### src/rtl/tmr_pkg.sv
package tmr_pkg;

    localparam int BYTE_W = 8;
    localparam int CNT_W  = 8;
    localparam int PRE_W  = 8;

    typedef struct packed {
        logic irq_en;
        logic cnt_mode;
        logic div256;
        logic rise_edge;
        logic trig_start;
    } mode_t;

    typedef enum logic [1:0] {
        PH_IDLE  = 2'd0,
        PH_ARMED = 2'd1,
        PH_RUN   = 2'd2
    } phase_t;

    function automatic mode_t mode_from_byte(input logic [BYTE_W-1:0] b);
        mode_t m;
        m.irq_en     = b[7];
        m.cnt_mode   = b[6];
        m.div256     = b[5];
        m.rise_edge  = b[4];
        m.trig_start = b[3];
        return m;
    endfunction

    function automatic logic [CNT_W:0] tc_expand(input logic [CNT_W-1:0] v);
        return (v == '0) ? {1'b1, {CNT_W{1'b0}}} : {1'b0, v};
    endfunction

endpackage

### src/rtl/tmr_edge_detect.sv
module tmr_edge_detect (
    input  logic clk,
    input  logic rst,
    input  logic sig_in,
    input  logic rise_sel,
    output logic edge_o
);
    logic prev_q;

    always_ff @(posedge clk) begin
        prev_q <= sig_in;
    end

    always_comb begin
        if (rst)
            edge_o = 1'b0;
        else if (rise_sel)
            edge_o = sig_in & ~prev_q;
        else
            edge_o = ~sig_in & prev_q;
    end
endmodule

### src/rtl/tmr_prescaler.sv
module tmr_prescaler #(
    parameter int W = 8
) (
    input  logic clk,
    input  logic rst,
    input  logic clr,
    input  logic en,
    input  logic div256,
    output logic tick
);
    localparam logic [W-1:0] LIM_LONG  = {W{1'b1}};
    localparam logic [W-1:0] LIM_SHORT = W'(15);

    logic [W-1:0] cnt_q;
    logic [W-1:0] lim;

    assign lim  = div256 ? LIM_LONG : LIM_SHORT;
    assign tick = en && (cnt_q >= lim);

    always_ff @(posedge clk) begin
        if (rst || clr)
            cnt_q <= '0;
        else if (en)
            cnt_q <= tick ? '0 : cnt_q + 1'b1;
    end

    // every prescaler tick restarts the division from zero
    assert_tick_restart_R4: assert property (@(posedge clk) disable iff (rst)
        tick |=> (cnt_q == '0));
endmodule

### src/rtl/tmr_downcounter.sv
module tmr_downcounter #(
    parameter int W = 8
) (
    input  logic         clk,
    input  logic         rst,
    input  logic         load,
    input  logic [W:0]   load_val,
    input  logic         dec,
    input  logic [W:0]   reload_val,
    output logic [W:0]   count,
    output logic         zero_hit
);
    localparam logic [W:0] FULL = {1'b1, {W{1'b0}}};
    localparam logic [W:0] ONE  = (W+1)'(1);

    assign zero_hit = dec && !load && (count == ONE);

    always_ff @(posedge clk) begin
        if (rst)
            count <= FULL;
        else if (load)
            count <= load_val;
        else if (dec)
            count <= (count == ONE) ? reload_val : count - 1'b1;
    end

    // the counter never holds zero; a zero constant is carried as full scale
    assert_never_zero_R10: assert property (@(posedge clk) disable iff (rst)
        count != '0);
endmodule

### src/rtl/tmr_channel.sv
module tmr_channel
    import tmr_pkg::*;
#(
    parameter int CHAN_ID = 2
) (
    input  logic              clk,
    input  logic              rst,
    input  logic              wr_en,
    input  logic [BYTE_W-1:0] wr_data,
    input  logic              trg_in,
    output logic [BYTE_W-1:0] rd_data,
    output logic              zc_pulse,
    output logic              irq_req,
    output logic [BYTE_W-1:0] vec_out
);
    localparam int VHI_W = BYTE_W - 3;
    localparam logic [1:0] CID = CHAN_ID[1:0];

    mode_t            mode_q;
    phase_t           phase_q;
    logic             tc_pending_q;
    logic [CNT_W-1:0] tc_q;
    logic [VHI_W-1:0] vec_hi_q;

    logic is_tc_wr, is_ctrl_wr, is_vec_wr;
    logic trg_edge, pre_tick, cnt_load, cnt_dec, zero_hit;
    logic [CNT_W:0] cnt_val;

    assign is_tc_wr   = wr_en && tc_pending_q;
    assign is_ctrl_wr = wr_en && !tc_pending_q && wr_data[0];
    assign is_vec_wr  = wr_en && !tc_pending_q && !wr_data[0];
    assign cnt_load   = is_tc_wr && (phase_q == PH_IDLE);

    tmr_edge_detect u_edge (
        .clk      (clk),
        .rst      (rst),
        .sig_in   (trg_in),
        .rise_sel (mode_q.rise_edge),
        .edge_o   (trg_edge)
    );

    tmr_prescaler #(.W(PRE_W)) u_pre (
        .clk    (clk),
        .rst    (rst),
        .clr    (phase_q != PH_RUN),
        .en     ((phase_q == PH_RUN) && !mode_q.cnt_mode),
        .div256 (mode_q.div256),
        .tick   (pre_tick)
    );

    assign cnt_dec = (phase_q == PH_RUN) && (mode_q.cnt_mode ? trg_edge : pre_tick);

    tmr_downcounter #(.W(CNT_W)) u_cnt (
        .clk        (clk),
        .rst        (rst),
        .load       (cnt_load),
        .load_val   (tc_expand(wr_data)),
        .dec        (cnt_dec),
        .reload_val (tc_expand(tc_q)),
        .count      (cnt_val),
        .zero_hit   (zero_hit)
    );

    always_ff @(posedge clk) begin
        if (rst) begin
            mode_q       <= '0;
            phase_q      <= PH_IDLE;
            tc_pending_q <= 1'b0;
            tc_q         <= '0;
            vec_hi_q     <= '0;
            zc_pulse     <= 1'b0;
            irq_req      <= 1'b0;
        end else begin
            zc_pulse <= zero_hit;
            irq_req  <= zero_hit && mode_q.irq_en;
            if (is_ctrl_wr) begin
                mode_q       <= mode_from_byte(wr_data);
                tc_pending_q <= wr_data[2];
                if (wr_data[1])
                    phase_q <= PH_IDLE;
            end else if (is_vec_wr) begin
                vec_hi_q <= wr_data[BYTE_W-1:3];
            end else if (is_tc_wr) begin
                tc_q         <= wr_data;
                tc_pending_q <= 1'b0;
                if (phase_q == PH_IDLE)
                    phase_q <= (!mode_q.cnt_mode && mode_q.trig_start) ? PH_ARMED : PH_RUN;
            end else if (phase_q == PH_ARMED && trg_edge) begin
                phase_q <= PH_RUN;
            end
        end
    end

    assign rd_data = cnt_val[CNT_W-1:0];
    assign vec_out = {vec_hi_q, CID, 1'b0};

    // the zero-count pulse is one clock wide
    assert_zc_single_R8: assert property (@(posedge clk) disable iff (rst)
        zc_pulse |=> !zc_pulse);

    // an interrupt request only ever accompanies a zero count
    assert_irq_with_zc_R9: assert property (@(posedge clk) disable iff (rst)
        irq_req |-> zc_pulse);

    // while stopped the counter holds unless a constant is loaded
    assert_idle_hold_R11: assert property (@(posedge clk) disable iff (rst)
        (phase_q == PH_IDLE && !cnt_load) |=> $stable(cnt_val));

    // a time-constant byte never reaches the vector
    assert_tc_not_vector_R3: assert property (@(posedge clk) disable iff (rst)
        is_tc_wr |=> $stable(vec_out));
endmodule

### config.mk
export PLATFORM = sky130hd
export DESIGN_NAME = tmr_channel
export DESIGN_NICKNAME = d
export VERILOG_FILES = /design/src/rtl/tmr_pkg.sv /design/src/rtl/tmr_edge_detect.sv /design/src/rtl/tmr_prescaler.sv /design/src/rtl/tmr_downcounter.sv /design/src/rtl/tmr_channel.sv
export SDC_FILE = /design/constraint.sdc
export NUM_CORES = 1
export LEC_CHECK = 0
export ABC_AREA = 1
export BUFFER_PORTS_ARGS = -buffer_cell sky130_fd_sc_hd__buf_4
export CAP_MARGIN = 20
export CORE_MARGIN = 2
export CORE_UTILIZATION = 59
export CTS_BUF_LIST = sky130_fd_sc_hd__clkbuf_4 sky130_fd_sc_hd__clkbuf_8
export DETAILED_ROUTE_END_ITERATION = 10
export GPL_TIMING_DRIVEN = 0
export PLACE_DENSITY = 0.78
export SLEW_MARGIN = 20
export SYNTH_ARGS = -nofsm -noshare
export SYNTH_HDL_FRONTEND = slang
export SYNTH_HIERARCHICAL = 1
export SYNTH_SLANG_ARGS = --single-unit
export TNS_END_PERCENT = 1
### constraint.sdc
create_clock -name clk -period 2.69 [get_ports clk]
set_clock_uncertainty 0.1 [all_clocks]
set_input_delay 0.269 -clock clk [delete_from_list [all_inputs] [get_ports clk]]
set_output_delay 0.269 -clock clk [all_outputs]
set_load 0.01 [all_outputs]
==> results.txt <==
outcome = finished clean
# port buffers = 25
nets = 412
Routed Antenna Nets = 0
top cells by count, synth = 76 x nand2_1, 52 x nor2_1, 43 x inv_1
Global Route Usage Sum = 0.2485
clock root buffer = clkbuf_8
largest net degree at the start of global routing = 14
clock tree sinks = 41
Clock Latency Late Sink = 0.28 ns
Max Fclk = 418.2 MHz
FF-to-FF setup slack = 0.30 ns
Layout Cells excl Fill = 444
total iterations of the first detailed-routing run = 4
Num CTS Buffers = 5
CP Class = flip-flop to flip-flop
# diodes = 0
H-tree depth = 2
RSZ-0062 raised after global routing = no
Critical Path Start = mode_q[2]
Worst Path Arrival = 2.51 ns
area of the core = 3914 µm²
Critical Path Sink Type = flip-flop
Final Critical Period = 2.391 ns
DP Cell Count = 435
Initial Util = 0.6042
Top-Level Pins = 30
# fillers = 351
Fin. Hold Viols = 0
leakage power = 0.001191 µW
design area = 2723 µm²
main area contributors after synthesis = dfxtp_1 35%, nand2_1 12%, nor2_1 8.3%
FF-to-FF path depth = 16
Worst Setup EP = u_cnt/count[5]
FF-to-FF Start = mode_q[2]
Worst EP required = 2.81 ns
R2R Path End = u_cnt/count[5]
Vias/cell = 5.043
Residual DRC = 0
Ys Warns = 6
Die Ht = 67.31 µm
Detail Placement HPWL = 3883 µm
first-pass GRT wire length = 8562 µm
P&R area growth vs syn = 15.13%
max-slew violations = 0
Clock Path Buffers = 2
ys async rst share = 0
DR iter-0 viols = 104
slew of the pin with the lowest slew margin = 0.5230 ns
Startpoint Class = flip-flop
Primary FF master, synth = dfxtp_1
max-cap violations = 0
Overflow after GRT = 0
cells after synthesis = 359
Hold/Removal Path Class = primary input to flip-flop
power per cell area = 445.6 nW/µm²
die area = 4531 µm²
WL final = 5164 µm
Seq/Total Area, Yosys = 0.3471
area leader, netlist = dfxtp_1
Yosys cell types = 32
post-synth top area share = 0.3471
vias post-DR = 2239
placed cell areas = 2619 µm²
RD Place Congestion = 0.8879
Setup Total Neg Slack = 0 ns
critical-path maximum fanout = 6
synthesized area per cell = 6.587 µm²
antenna violations before repair = 0
vias in the first global route = 2021
CTS tree = done
Synth Register Bits = 41
number of synthesized flops with an enable pin = 0
fin crit share = 0.8889
Rel. slew slack = 0.6513
Wirelength per Cell = 11.63 µm
Rows = 23
Clock transition at path regs = 0.08 ns
final setup fails = 0
Peak VDD IR = 0.2550 mV
Mapped Area = 2365 µm²
most frequent cell after synthesis = nand2_1
layout cells sized above 1 = 0.1650
die width = 67.31 µm
==> per-stage QoR <==
stage | power (µW) | hold slack [ns] | setup slack (ns) | util
after floorplan | 774.3 | 0.1967 | 0.5650 | -
after global placement | 827.1 | 0.2840 | 0.2351 | 0.6691
after detailed placement | 830.7 | 0.2867 | 0.1789 | 0.6691
after CTS | 1228 | 0.1702 | 0.1627 | 0.6937
after global routing | 1281 | 0.1810 | 0.06110 | 0.6957
final | 1213 | 0.1771 | 0.2987 | 0.6957
==> critical path, stage by stage, from the launching register on <==
cell	delay [ns]
dfxtp_1	0.33
inv_1	0.09
ha_1	0.30
nand2_1	0.06
nor2_1	0.14
nand2_1	0.06
nand3_1	0.07
nand2_1	0.08
inv_1	0.09
nand2_1	0.05
a21oi_1	0.20
inv_1	0.10
nor2_4	0.16
inv_2	0.08
a21oi_1	0.19
nand2_1	0.09
a21oi_1	0.12
==> state kept, by name, indices dropped and copies added (netlist names) <==
name,count
u_pre/cnt_q,8
phase_q,2
tc_pending_q,1
tc_q,8
u_cnt/count,9
u_edge/prev_q,1
vec_hi_q,5
irq_req,1
zc_pulse,1
mode_q,5
==> cell type report <==
cell class / instances / area (µm²) / area share
clock buffers: 5 / 68.82 / 0.02528
repair buffers: 26 / 197.7 / 0.07261
plain buffers: 27 / 131.4 / 0.04825
clock inverters: 3 / 17.52 / 0.006434
multi-input cells: 245 / 1247 / 0.4582
inverters: 47 / 176.4 / 0.06480
well taps: 50 / 62.56 / 0.02298
flip-flops and latches: 41 / 820.8 / 0.3015
==> cell families after synthesis <==
group / share of synthesized area
compound gates: 0.1302
xor+xnor: 0.01852
fa+ha+maj: 0.03704
buf+inv: 0.1302
flops: 0.3471
other cells: 0.003176
simple gates: 0.3339
==> per-layer routing <==
metal,part of all wire,track usage,vias to the layer above
li1,-,-,1189
met4,0.017,0.1046,0
met2,0.47,0.4233,46
met3,0.044,0.03667,8
met5,0,0,-
met1,0.47,0.3127,996
==> worst min-delay path by stage <==
stage / start / endpoint / slack, ns / cells past startpoint
global route: wr_data[7] / vec_hi_q[4] / 0.18 / 3
CTS: wr_data[7] / vec_hi_q[4] / 0.17 / 3
global placement: trg_in / u_edge/prev_q / 0.28 / 1
detailed placement: trg_in / u_edge/prev_q / 0.29 / 1
finish: wr_data[3] / vec_hi_q[0] / 0.18 / 3
floorplan: trg_in / u_edge/prev_q / 0.20 / 0
==> report_power, final <==
group | internal, µW | switching, µW | leakage [µW] | total, µW
Combinational | 71.7 | 104 | 0.000814 | 176
Clock | 179 | 215 | 0.0000439 | 395
Sequential | 627 | 16.4 | 0.000333 | 643
Total | 878 | 336 | 0.00119 | 1210
==> timing repair <==
item                                   CTS  global route
hold buffers                             1             0
setup endpoints to repair                0             6
buffers inserted                         0             0
resized for setup                        0             2
endpoints found under the hold margin    1             0
==> cell usage in the layout, fill, tap and decap left out <==
master and count:
o21ai_0 8, buf_1 1, nand4_1 6, xnor2_1 2, clkbuf_1 17, nor2_4 6
dlygate4sd3_1 1, a22o_2 1, inv_2 4, clkinv_2 2, nor4_1 4, conb_1 3
buf_2 3, nor3_1 1, clkinvlp_4 1, a221oi_1 1, nor2_2 4, inv_1 43
buf_6 1, clkbuf_8 5, a21oi_1 27, nand2_2 4, a21oi_2 1, and2_1 2
o21bai_1 1, xor2_1 3, buf_4 30, o21ai_1 9, nand4_2 1, ha_1 7
nand3_1 18, nor2_1 51, nand3_2 2, a22oi_1 7, dfxtp_1 41, nand2_1 76
Power figures use the tool's default switching activity.
